## src/rtl/ide_pio_pkg.sv

```systemverilog
package ide_pio_pkg;

  localparam int NUM_WIN    = 5;
  localparam int FILE_BYTES = 40;
  localparam int NUM_DRV    = 4;
  localparam int DRV_W      = $clog2(NUM_DRV);
  localparam int OFS_W      = $clog2(FILE_BYTES + 1);
  localparam int REL_W      = 4;

  // offsets inside a command block
  localparam int CB_DATA  = 0;
  localparam int CB_SEL   = 6;
  localparam int CB_CMD   = 7;
  localparam int ALT_GAP  = 3;
  localparam int SEL_BIT  = 4;

  typedef enum logic [2:0] {
    WIN_PCMD = 3'd0,
    WIN_PCTL = 3'd1,
    WIN_SCMD = 3'd2,
    WIN_SCTL = 3'd3,
    WIN_BM   = 3'd4
  } win_e;

  function automatic int win_ofs(input int w);
    case (w)
      0:       return 'h00;
      1:       return 'h08;
      2:       return 'h0C;
      3:       return 'h14;
      default: return 'h18;
    endcase
  endfunction

  function automatic int win_len(input int w);
    case (w)
      0, 2:    return 8;
      1, 3:    return 4;
      default: return 16;
    endcase
  endfunction

endpackage

```

## src/rtl/ide_win_match.sv

```systemverilog
module ide_win_match
  import ide_pio_pkg::*;
#(
  parameter int AW = 16
) (
  input  logic                 clk,
  input  logic                 rst_n,
  input  logic                 cfg_we,
  input  logic [2:0]           cfg_sel,
  input  logic [AW-1:0]        cfg_base,
  input  logic [AW-1:0]        addr,
  output logic                 hit,
  output win_e                 win,
  output logic [REL_W-1:0]     rel,
  output logic [OFS_W-1:0]     ofs
);

  logic [NUM_WIN-1:0] hit_v;
  logic [REL_W-1:0]   rel_v [NUM_WIN];

  for (genvar w = 0; w < NUM_WIN; w++) begin : g_win
    logic [AW-1:0] base_q;
    logic          en_q;
    logic [AW:0]   diff;

    always_ff @(posedge clk) begin
      if (!rst_n) begin
        base_q <= '0;
        en_q   <= 1'b0;
      end else if (cfg_we && cfg_sel == 3'(w)) begin
        base_q <= cfg_base;
        en_q   <= 1'b1;
      end
    end

    always_comb begin
      diff     = {1'b0, addr} - {1'b0, base_q};
      hit_v[w] = en_q && (addr >= base_q) && (diff < (AW+1)'(win_len(w)));
      rel_v[w] = diff[REL_W-1:0];
    end
  end

  // lowest index wins: scan from the top so lower windows overwrite
  always_comb begin
    hit = 1'b0;
    win = WIN_PCMD;
    rel = '0;
    for (int w = NUM_WIN - 1; w >= 0; w--) begin
      if (hit_v[w]) begin
        hit = 1'b1;
        win = win_e'(w);
        rel = rel_v[w];
      end
    end
    ofs = OFS_W'(win_ofs(int'(win))) + OFS_W'(rel);
  end

endmodule

```

## src/rtl/ide_regfile.sv

```systemverilog
module ide_regfile
  import ide_pio_pkg::*;
#(
  parameter int BYTES = FILE_BYTES,
  parameter int OW    = OFS_W
) (
  input  logic          clk,
  input  logic          rst_n,
  input  logic          wr_en,
  input  logic [OW-1:0] wr_ofs,
  input  logic [2:0]    wr_size,
  input  logic [31:0]   wr_data,
  input  logic          mir_en,
  input  logic [OW-1:0] mir_ofs,
  input  logic [7:0]    mir_byte,
  input  logic [OW-1:0] rd_ofs,
  output logic [31:0]   rd_word,
  output logic [7:0]    sel0_byte,
  output logic [7:0]    sel1_byte
);

  localparam int SEL0 = win_ofs(0) + CB_SEL;
  localparam int SEL1 = win_ofs(2) + CB_SEL;

  logic [7:0] mem [BYTES];

  for (genvar i = 0; i < BYTES; i++) begin : g_byte
    logic [OW-1:0] rel;
    logic          in_run;

    always_comb begin
      rel    = OW'(i) - wr_ofs;
      in_run = wr_en && (OW'(i) >= wr_ofs) && (rel < OW'(wr_size));
    end

    always_ff @(posedge clk) begin
      if (!rst_n)
        mem[i] <= '0;
      else if (in_run)
        mem[i] <= wr_data[8*rel[1:0] +: 8];
      else if (mir_en && mir_ofs == OW'(i))
        mem[i] <= mir_byte;
    end
  end

  always_comb begin
    for (int k = 0; k < 4; k++) begin
      int idx;
      idx = int'(rd_ofs) + k;
      rd_word[8*k +: 8] = (idx < BYTES) ? mem[idx] : 8'h00;
    end
  end

  assign sel0_byte = mem[SEL0];
  assign sel1_byte = mem[SEL1];

endmodule

```

## src/rtl/ide_cmd_dispatch.sv

```systemverilog
module ide_cmd_dispatch #(
  parameter int NDRV = 4,
  parameter int IW   = $clog2(NDRV)
) (
  input  logic            clk,
  input  logic            rst_n,
  input  logic            fire,
  input  logic [IW-1:0]   idx,
  input  logic [NDRV-1:0] done,
  output logic [NDRV-1:0] busy,
  output logic [NDRV-1:0] start
);

  for (genvar d = 0; d < NDRV; d++) begin : g_drv
    logic busy_q;
    logic start_q;
    logic pick;

    assign pick = fire && (idx == IW'(d));

    always_ff @(posedge clk) begin
      if (!rst_n) begin
        busy_q  <= 1'b0;
        start_q <= 1'b0;
      end else begin
        start_q <= pick;
        if (pick)
          busy_q <= 1'b1;
        else if (done[d])
          busy_q <= 1'b0;
      end
    end

    assign busy[d]  = busy_q;
    assign start[d] = start_q;
  end

endmodule

```

## src/rtl/ide_pio_decode.sv

```systemverilog
module ide_pio_decode
  import ide_pio_pkg::*;
#(
  parameter int AW = 16
) (
  input  logic               clk,
  input  logic               rst_n,
  input  logic               io_en,
  input  logic               cfg_we,
  input  logic [2:0]         cfg_sel,
  input  logic [AW-1:0]      cfg_base,
  input  logic               acc_valid,
  input  logic               acc_write,
  input  logic [AW-1:0]      acc_addr,
  input  logic [2:0]         acc_size,
  input  logic [31:0]        acc_wdata,
  output logic               rd_valid,
  output logic [31:0]        rd_data,
  input  logic [NUM_DRV-1:0] drv_present,
  input  logic [NUM_DRV-1:0] drv_done,
  output logic [NUM_DRV-1:0] drv_start,
  output logic [NUM_DRV-1:0] drv_busy,
  output logic               err
);

  logic             hit;
  win_e             win;
  logic [REL_W-1:0] rel;
  logic [OFS_W-1:0] ofs;

  ide_win_match #(.AW(AW)) u_match (
    .clk      (clk),
    .rst_n    (rst_n),
    .cfg_we   (cfg_we),
    .cfg_sel  (cfg_sel),
    .cfg_base (cfg_base),
    .addr     (acc_addr),
    .hit      (hit),
    .win      (win),
    .rel      (rel),
    .ofs      (ofs)
  );

  // access classification
  logic             size_ok, in_file, cmd_blk, data_reg, cmd_reg;
  logic             chan;
  logic [7:0]       sel0_byte, sel1_byte, sel_byte;
  logic [DRV_W-1:0] drv;
  logic             bad, active, good_wr, fire;
  logic [31:0]      rd_word, rd_mask;

  always_comb begin
    size_ok  = (acc_size == 3'd1) || (acc_size == 3'd2) || (acc_size == 3'd4);
    in_file  = ({1'b0, ofs} + (OFS_W+1)'(acc_size)) <= (OFS_W+1)'(FILE_BYTES);
    cmd_blk  = (win == WIN_PCMD) || (win == WIN_SCMD);
    data_reg = cmd_blk && (rel == REL_W'(CB_DATA));
    cmd_reg  = cmd_blk && (rel == REL_W'(CB_CMD));
    chan     = (win == WIN_SCMD);
    sel_byte = chan ? sel1_byte : sel0_byte;
    drv      = {chan, sel_byte[SEL_BIT]};

    bad = !hit || !size_ok || !in_file;
    if (acc_write && data_reg && acc_size != 3'd2)
      bad = 1'b1;
    if (acc_write && cmd_reg &&
        (acc_size != 3'd1 || drv_busy[drv] || !drv_present[drv]))
      bad = 1'b1;

    active  = acc_valid && io_en;
    good_wr = active && acc_write && !bad;
    fire    = good_wr && cmd_reg;

    case (acc_size)
      3'd1:    rd_mask = 32'h0000_00FF;
      3'd2:    rd_mask = 32'h0000_FFFF;
      default: rd_mask = 32'hFFFF_FFFF;
    endcase
  end

  ide_regfile #(.BYTES(FILE_BYTES), .OW(OFS_W)) u_file (
    .clk       (clk),
    .rst_n     (rst_n),
    .wr_en     (good_wr),
    .wr_ofs    (ofs),
    .wr_size   (acc_size),
    .wr_data   (acc_wdata),
    .mir_en    (fire),
    .mir_ofs   (ofs + OFS_W'(ALT_GAP)),
    .mir_byte  (acc_wdata[7:0]),
    .rd_ofs    (ofs),
    .rd_word   (rd_word),
    .sel0_byte (sel0_byte),
    .sel1_byte (sel1_byte)
  );

  ide_cmd_dispatch #(.NDRV(NUM_DRV), .IW(DRV_W)) u_disp (
    .clk   (clk),
    .rst_n (rst_n),
    .fire  (fire),
    .idx   (drv),
    .done  (drv_done),
    .busy  (drv_busy),
    .start (drv_start)
  );

  always_ff @(posedge clk) begin
    if (!rst_n) begin
      rd_valid <= 1'b0;
      rd_data  <= '0;
      err      <= 1'b0;
    end else begin
      rd_valid <= acc_valid && !acc_write;
      if (acc_valid && !acc_write)
        rd_data <= (active && !bad) ? (rd_word & rd_mask) : 32'h0;
      if (active && bad)
        err <= 1'b1;
    end
  end

endmodule

```

## config.mk

```make
export PLATFORM = sky130hd
export DESIGN_NAME = ide_pio_decode
export DESIGN_NICKNAME = d
export VERILOG_FILES = /design/src/rtl/ide_pio_pkg.sv /design/src/rtl/ide_win_match.sv /design/src/rtl/ide_regfile.sv /design/src/rtl/ide_cmd_dispatch.sv /design/src/rtl/ide_pio_decode.sv
export SDC_FILE = /design/constraint.sdc
export NUM_CORES = 2
export LEC_CHECK = 0
export BUFFER_PORTS_ARGS = -buffer_cell sky130_fd_sc_hd__buf_2
export CAP_MARGIN = 20
export CORE_MARGIN = 8
export CORE_UTILIZATION = 30
export CTS_BUF_LIST = sky130_fd_sc_hd__clkbuf_2 sky130_fd_sc_hd__clkbuf_4 sky130_fd_sc_hd__clkbuf_8
export DETAILED_ROUTE_END_ITERATION = 10
export PLACE_DENSITY = 0.41
export SYNTH_ARGS = -nofsm -noshare
export SYNTH_HDL_FRONTEND = slang
export SYNTH_HIERARCHICAL = 1
export SYNTH_SLANG_ARGS = --single-unit
```

## constraint.sdc

```tcl
create_clock -name clk -period 17.5 [get_ports clk]
set_input_delay 1.75 -clock clk [delete_from_list [all_inputs] [get_ports clk]]
set_output_delay 1.75 -clock clk [all_outputs]
set_load 0.005 [all_outputs]
```

After elaboration in Yosys (flattened, before gate mapping)
Memories as Yosys holds them, arrays and structs flattened.
Index checks and enable logic that the tools add are counted.

cells by class
  bitwise logic cells = 81
  div/mod/pow operators = 0
  multiply operators = 0
  equality and inequality tests = 55
  $lt $le $gt $ge = 96
  reductions and logical operators = 174
  shift-type cells = 40
  muxes and demuxes = 398
  add/subtract/negate cells = 51

operators by type and width
  kind                                                         count
  variable part select 32 x 6 -> 8 bit                         40
  2-to-1 mux 8 bit                                             84
  2-to-1 mux 1 bit                                             298
  less-than comparator 6 x 3 -> 1 bit                          40
  logical AND 1 bit                                            152
  == test 6 x 5 -> 1 bit, second input constant                16
  >= comparator 5 x 6 -> 1 bit, first input constant           16
  less-than comparator 32 x 7 -> 1 bit, second input constant  3
  subtractor 5 x 6 -> 6 bit, first input constant              16
  subtractor 16 x 16 -> 17 bit                                 5
  >= comparator 16 bit                                         5
  bitwise OR 1 bit                                             80
  case mux 32 bit (2 select lines)                             1
  == test 6 x 4 -> 1 bit, second input constant                8
  == test 6 bit, second input constant                         8
  >= comparator 4 x 6 -> 1 bit, first input constant           8
  >= comparator 6 bit, first input constant                    8
  subtractor 4 x 6 -> 6 bit, first input constant              8
  subtractor 6 bit, first input constant                       8
  less-than comparator 17 x 3 -> 1 bit, second input constant  2
  less-than comparator 17 x 4 -> 1 bit, second input constant  2
  AND 32 bit                                                   1
  2-to-1 mux 32 bit                                            1
  == test 6 x 3 -> 1 bit, second input constant                4
  other kinds (37)                                             81

word-level totals
  input port bits = 84
  output and inout bits = 42
  latch bits = 0
  register bits after elaboration = 127
  memory bits (read-only) = 0
  memory bits (writable) = 320
  logic and storage cells = 917
  memories kept = 1

memories
  memory      words  bits a word  rd ports  clocked after Yosys merged registers in  wr ports  RTL line           source
  u_file.mem  40     8            6         0                                        40        ide_regfile.sv:25  logic [7:0] mem [BYTES];

Logic depth before layout (Yosys ltp)
  depth after elaboration = 26
  depth in mapped cells = 31
  mapped depth without buffers = 27

Cells and area by module
The synthesis kept the hierarchy.

modules (own cells, without submodules)
  module            cells each  times used  area an instance (um2)  seq. area each (um2)
  ide_regfile       2200        1           27346.2                 9609.2
  ide_win_match     1082        1           7873.8                  1701.6
  ide_pio_decode    214         1           1721.7                  680.7
  ide_cmd_dispatch  32          1           312.8                   160.2

Worst setup path before layout
Ideal clock, no wire load.

  kind = input-to-reg
  start point = in acc_addr[0]
  end point = mem u_file.mem[25][0], enable pin
  required time = 17.172 ns
  slack = 8.417 ns
  library setup time = 0.328 ns
  buffers on the path = 2
  data arrival time = 8.754 ns
  cell stages on the path = 26
  path through = inv_1 ha_1 inv_1 fa_1 a21o_1 a221oi_2 nor2_1 or4_1 a311oi_1 a21oi_1 nor4_4 a21oi_1 a21o_1 o221ai_1 fa_1 nor3_1 a22oi_1 nand4b_1 nand4_1 nor4_1 nand3b_1 or2_2 clkbuf_1 buf_1 nor3_1 or3_1

RTL lines
  item             RTL line              source
  start, declared  ide_pio_decode.sv:14  input logic [AW-1:0] acc_addr,
  end, declared    ide_regfile.sv:25

==> results_dict.tcl <==
set metrics [dict create \
    status "finished clean" \
    fillers 12611 \
    antenna_found_initial 8 \
    crit_path_start_kind "primary input" \
    viasPerCell 6.25 \
    share_seq_of_total_power_pct 43.5 \
    global_route_wire_length_before_repair_microns 248000 \
    chipHeight_microns 368 \
    die-width_microns 368 \
    die-area_sq_mm 0.136 \
    worstSetupPathType "primary input to flop" \
    post_synth_most_frequent_cells "nand2_1 (464), mux4_2 (328), edfxtp_1 (320), a22o_1 (311), clkbuf_1 (168)" \
    detailedRoute.firstIterationViolations 4052 \
    h-tree-depth 3 \
    synthTopCellsByArea "edfxtp_1 (26%), mux4_2 (20%), a22o_1 (7.3%), dfxtp_1 (6.8%), nand2_1 (4.7%)" \
    max_freq_mhz 98.6 \
    finalWorstPathRequiredPeriod_ns 10.14 \
    report.final.setup_viol 0 \
    cts.sink_count 447 \
    combinationalPowerShare_pct 12.3 \
    drive_above_1_share_pct 21.4 \
    syn_nets 3741 \
    start_util_pct 30.2 \
    post_cts.repair.setup_buffers 0 \
    min_to "rd_data[16]$_SDFFE_PN0P_" \
    cts_buffer_depth 3 \
    gpl.final_weighted_congestion 0.942 \
    numCtsBuffers 90 \
    clock_latency_ns 0.81 \
    number_of_global_route_vias_before_repair 31227 \
    power.density_mw_per_mm2 67.5 \
    worst-r2r-cell-count 23 \
    cts.hold.buffers_added 0 \
    rsz0062_at_grt "false" \
    setup.reg_to_reg.worst_slack_ns 8.32 \
    p_sw_share_pct 29.5 \
    post_cts_resize_count 0 \
    min_path_cells 2 \
    nets 3731 \
    sequential_to_total_area_share_from_yosys_stat_pct 32.6 \
    syn-instance-count 3528 \
    mappedNetlistArea_sq_mm 0.0373 \
    timing.hold.worst.class "flop to flop" \
    drt_pass1_iterations 6 \
    global_route.overflow_total 0 \
    wire_per_inst_microns 34.2 \
    max-cap-violations 0 \
    min_period_over_period_pct 57.9 \
    portBuffers 125 \
    timing.slew.headroom_pct 21.7 \
    detailedPlacementHpwl_microns 130000 \
    clock_power_share_pct 44.3 \
    cp-end-kind "flop" \
    critPathRequiredTime_ns 17.97 \
    crit_arrival_ns 10.61 \
    number_of_placed_i_o_pins 126 \
    drt_drc_violations_left 0 \
    synth_area_per_cell_sq_um 10.6 \
    wl_microns 179000 \
    cts.reportedPaths.clkPinSlew_ns 0.05 \
    fin_hold_viols 0 \
    irDropWorstVdd_mv 0.0589 \
    groute.usage.overall_pct 25.3 \
    final_number_of_max_transition_violations 0 \
    number_of_enable_type_register_cells_in_the_synthesized_netlist 320 \
    grt_max_degree 136 \
    reg2reg_from "u_match/g_win[0].base_q[11]$_SDFFE_PN0P_" \
    synth-async-reset-ratio_pct 0 \
    timing.critical_path.fanout_max 49 \
    worst-slew-pin-transition_ns 1.17 \
    floorplan.rows 129 \
    distinct_cell_type_count_of_the_synthesized_netlist 109 \
    route.antenna.remaining_nets 0 \
    yosys_warnings 6 \
    static-leakage-power_nw 14.1 \
    synth_top_cell_by_area "edfxtp_1" \
    synth.top_cell.area_share_pct 25.8 \
    synth_top_flop_cell "edfxtp_1" \
    leading_cell_type_by_number_of_instances_after_synthesis "nand2_1" \
    fin_worst_hold_slack_ns 0.444 \
    cts-root-buf "clkbuf_8" \
    num_vias 32689 \
    finalClockSkew_ns 0.0723 \
    area_used_by_multi_input_combinational_logic_sq_mm 0.0234 \
    core-area_sq_mm 0.123 \
    cts_tree "yes" \
    flow.area_growth_from_synthesis_pct 11.1 \
    regToRegEndpoint "u_file/mem[18][4]$_DFFE_PP_" \
    cellInternalPower_mw 1.97 \
    fin_tns_setup_ns 0 \
    synth.ff_latch_count 447 \
    p_sw_mw 0.824 \
    hold_path.startpoint "rd_data[16]$_SDFFE_PN0P_" \
    sequential_cell_area_sq_mm 0.0122 \
]
## worst max path at each step
stage | startpoint | end | slack [ns] | depth (start not counted)
2_1_floorplan | acc_addr[0] | u_file/mem[25][0]$_DFFE_PP_ | 8.42 | 26
3_3_place_gp | acc_addr[0] | u_file/mem[18][3]$_DFFE_PP_ | 6.69 | 26
3_5_place_dp | acc_addr[0] | u_file/mem[18][0]$_DFFE_PP_ | 6.69 | 26
4_1_cts | acc_addr[0] | u_file/mem[18][3]$_DFFE_PP_ | 7.54 | 26
5_1_grt | acc_addr[0] | u_file/mem[18][0]$_DFFE_PP_ | 6.93 | 26
6_report | acc_addr[0] | u_file/mem[18][4]$_DFFE_PP_ | 7.36 | 26
## per-layer routing
metal	up-vias	GRT usage, %	share of wire (%)
li1	13870	-	-
met2	1737	39.4	45
met1	16722	33.7	41
met5	-	0	0.0073
met3	358	5.07	8.5
met4	2	11.9	5.4
## cells by family after synthesis
group	synth area share [%]
multiplexers	23.3
AO/OA/AOI/OAI	18.7
AND/OR/NAND/NOR	14.1
buffers and inverters	5.07
flip-flops	32.6
XOR/XNOR	1.64
adder cells (fa/ha/maj)	4.47
## metrics by stage
step / util [%] / setup WS, ns / std cells / total power [mW] / instance area [sq um]
detailed placement: 31.9 / 6.69 / 5060 / 1.57 / 39400
finish: 33.5 / 7.36 / 5233 / 2.79 / 41400
CTS: 33.5 / 7.54 / 5223 / 2.82 / 41400
global route: 33.5 / 6.93 / 5229 / 2.89 / 41400
global placement: 31.9 / 6.69 / 5056 / 1.57 / 39300
floorplan: - / 8.42 / 3528 / 1.41 / 37300
## cell type report
type	count	share of cell area, %
clock buffers	123	3.77
flip-flops and latches	447	29.4
repair buffers	199	2.91
diodes	7	0.0423
inverters	149	1.36
clock inverters	40	1.05
well taps	1637	4.95
multi-input cells	2631	56.6
## cell usage in the layout (no fill, tap or decap), types with 102 or more instances in the layout
| cell | count |
|---|---|
| ha_1 | 119 |
| buf_2 | 126 |
| o21ai_0 | 107 |
| nor2_1 | 130 |
| inv_1 | 144 |
| edfxtp_1 | 320 |
| a22o_1 | 311 |
| mux2i_1 | 116 |
| a21oi_1 | 135 |
| dfxtp_1 | 127 |
| clkbuf_8 | 102 |
| mux4_2 | 328 |
| nand2_1 | 463 |
## registers in the layout (all words and copies together) (netlist names)
| name | cells |
|---|---|
| u_disp/g_drv.start_q | 4 |
| u_file/mem | 320 |
| u_match/g_win.en_q | 5 |
| u_disp/g_drv.busy_q | 4 |
| rd_valid | 1 |
| u_match/g_win.base_q | 80 |
| rd_data | 32 |
| err | 1 |
## critical path: stages
cell and delay, ns:
buf_2 0.10, inv_1 0.24, ha_1 0.22, inv_1 0.05
fa_1 0.44, a21o_1 0.22, a221oi_2 0.34, nor2_1 0.11
or4_1 0.52, a311oi_1 0.28, a21oi_1 0.11, nor4_4 0.46
nor2b_1 0.18, o21ai_0 0.13, o221ai_4 0.20, buf_4 0.61
buf_4 0.69, inv_1 0.28, ha_1 0.87, inv_1 0.11
ha_1 0.30, a21o_1 0.20, a221o_1 0.46, nor3_1 0.73
nor3_1 0.36, or3_1 0.58
## power by group through the flow
stage / sequential, mW / clock (mW) / combinational, mW
3_3_place_gp: 1.23 / 0 / 0.342
3_5_place_dp: 1.23 / 0 / 0.339
5_1_grt: 1.21 / 1.31 / 0.363
4_1_cts: 1.21 / 1.27 / 0.340
2_1_floorplan: 1.20 / 0 / 0.205
6_report: 1.21 / 1.24 / 0.343
(Power assumes the default switching activity.)
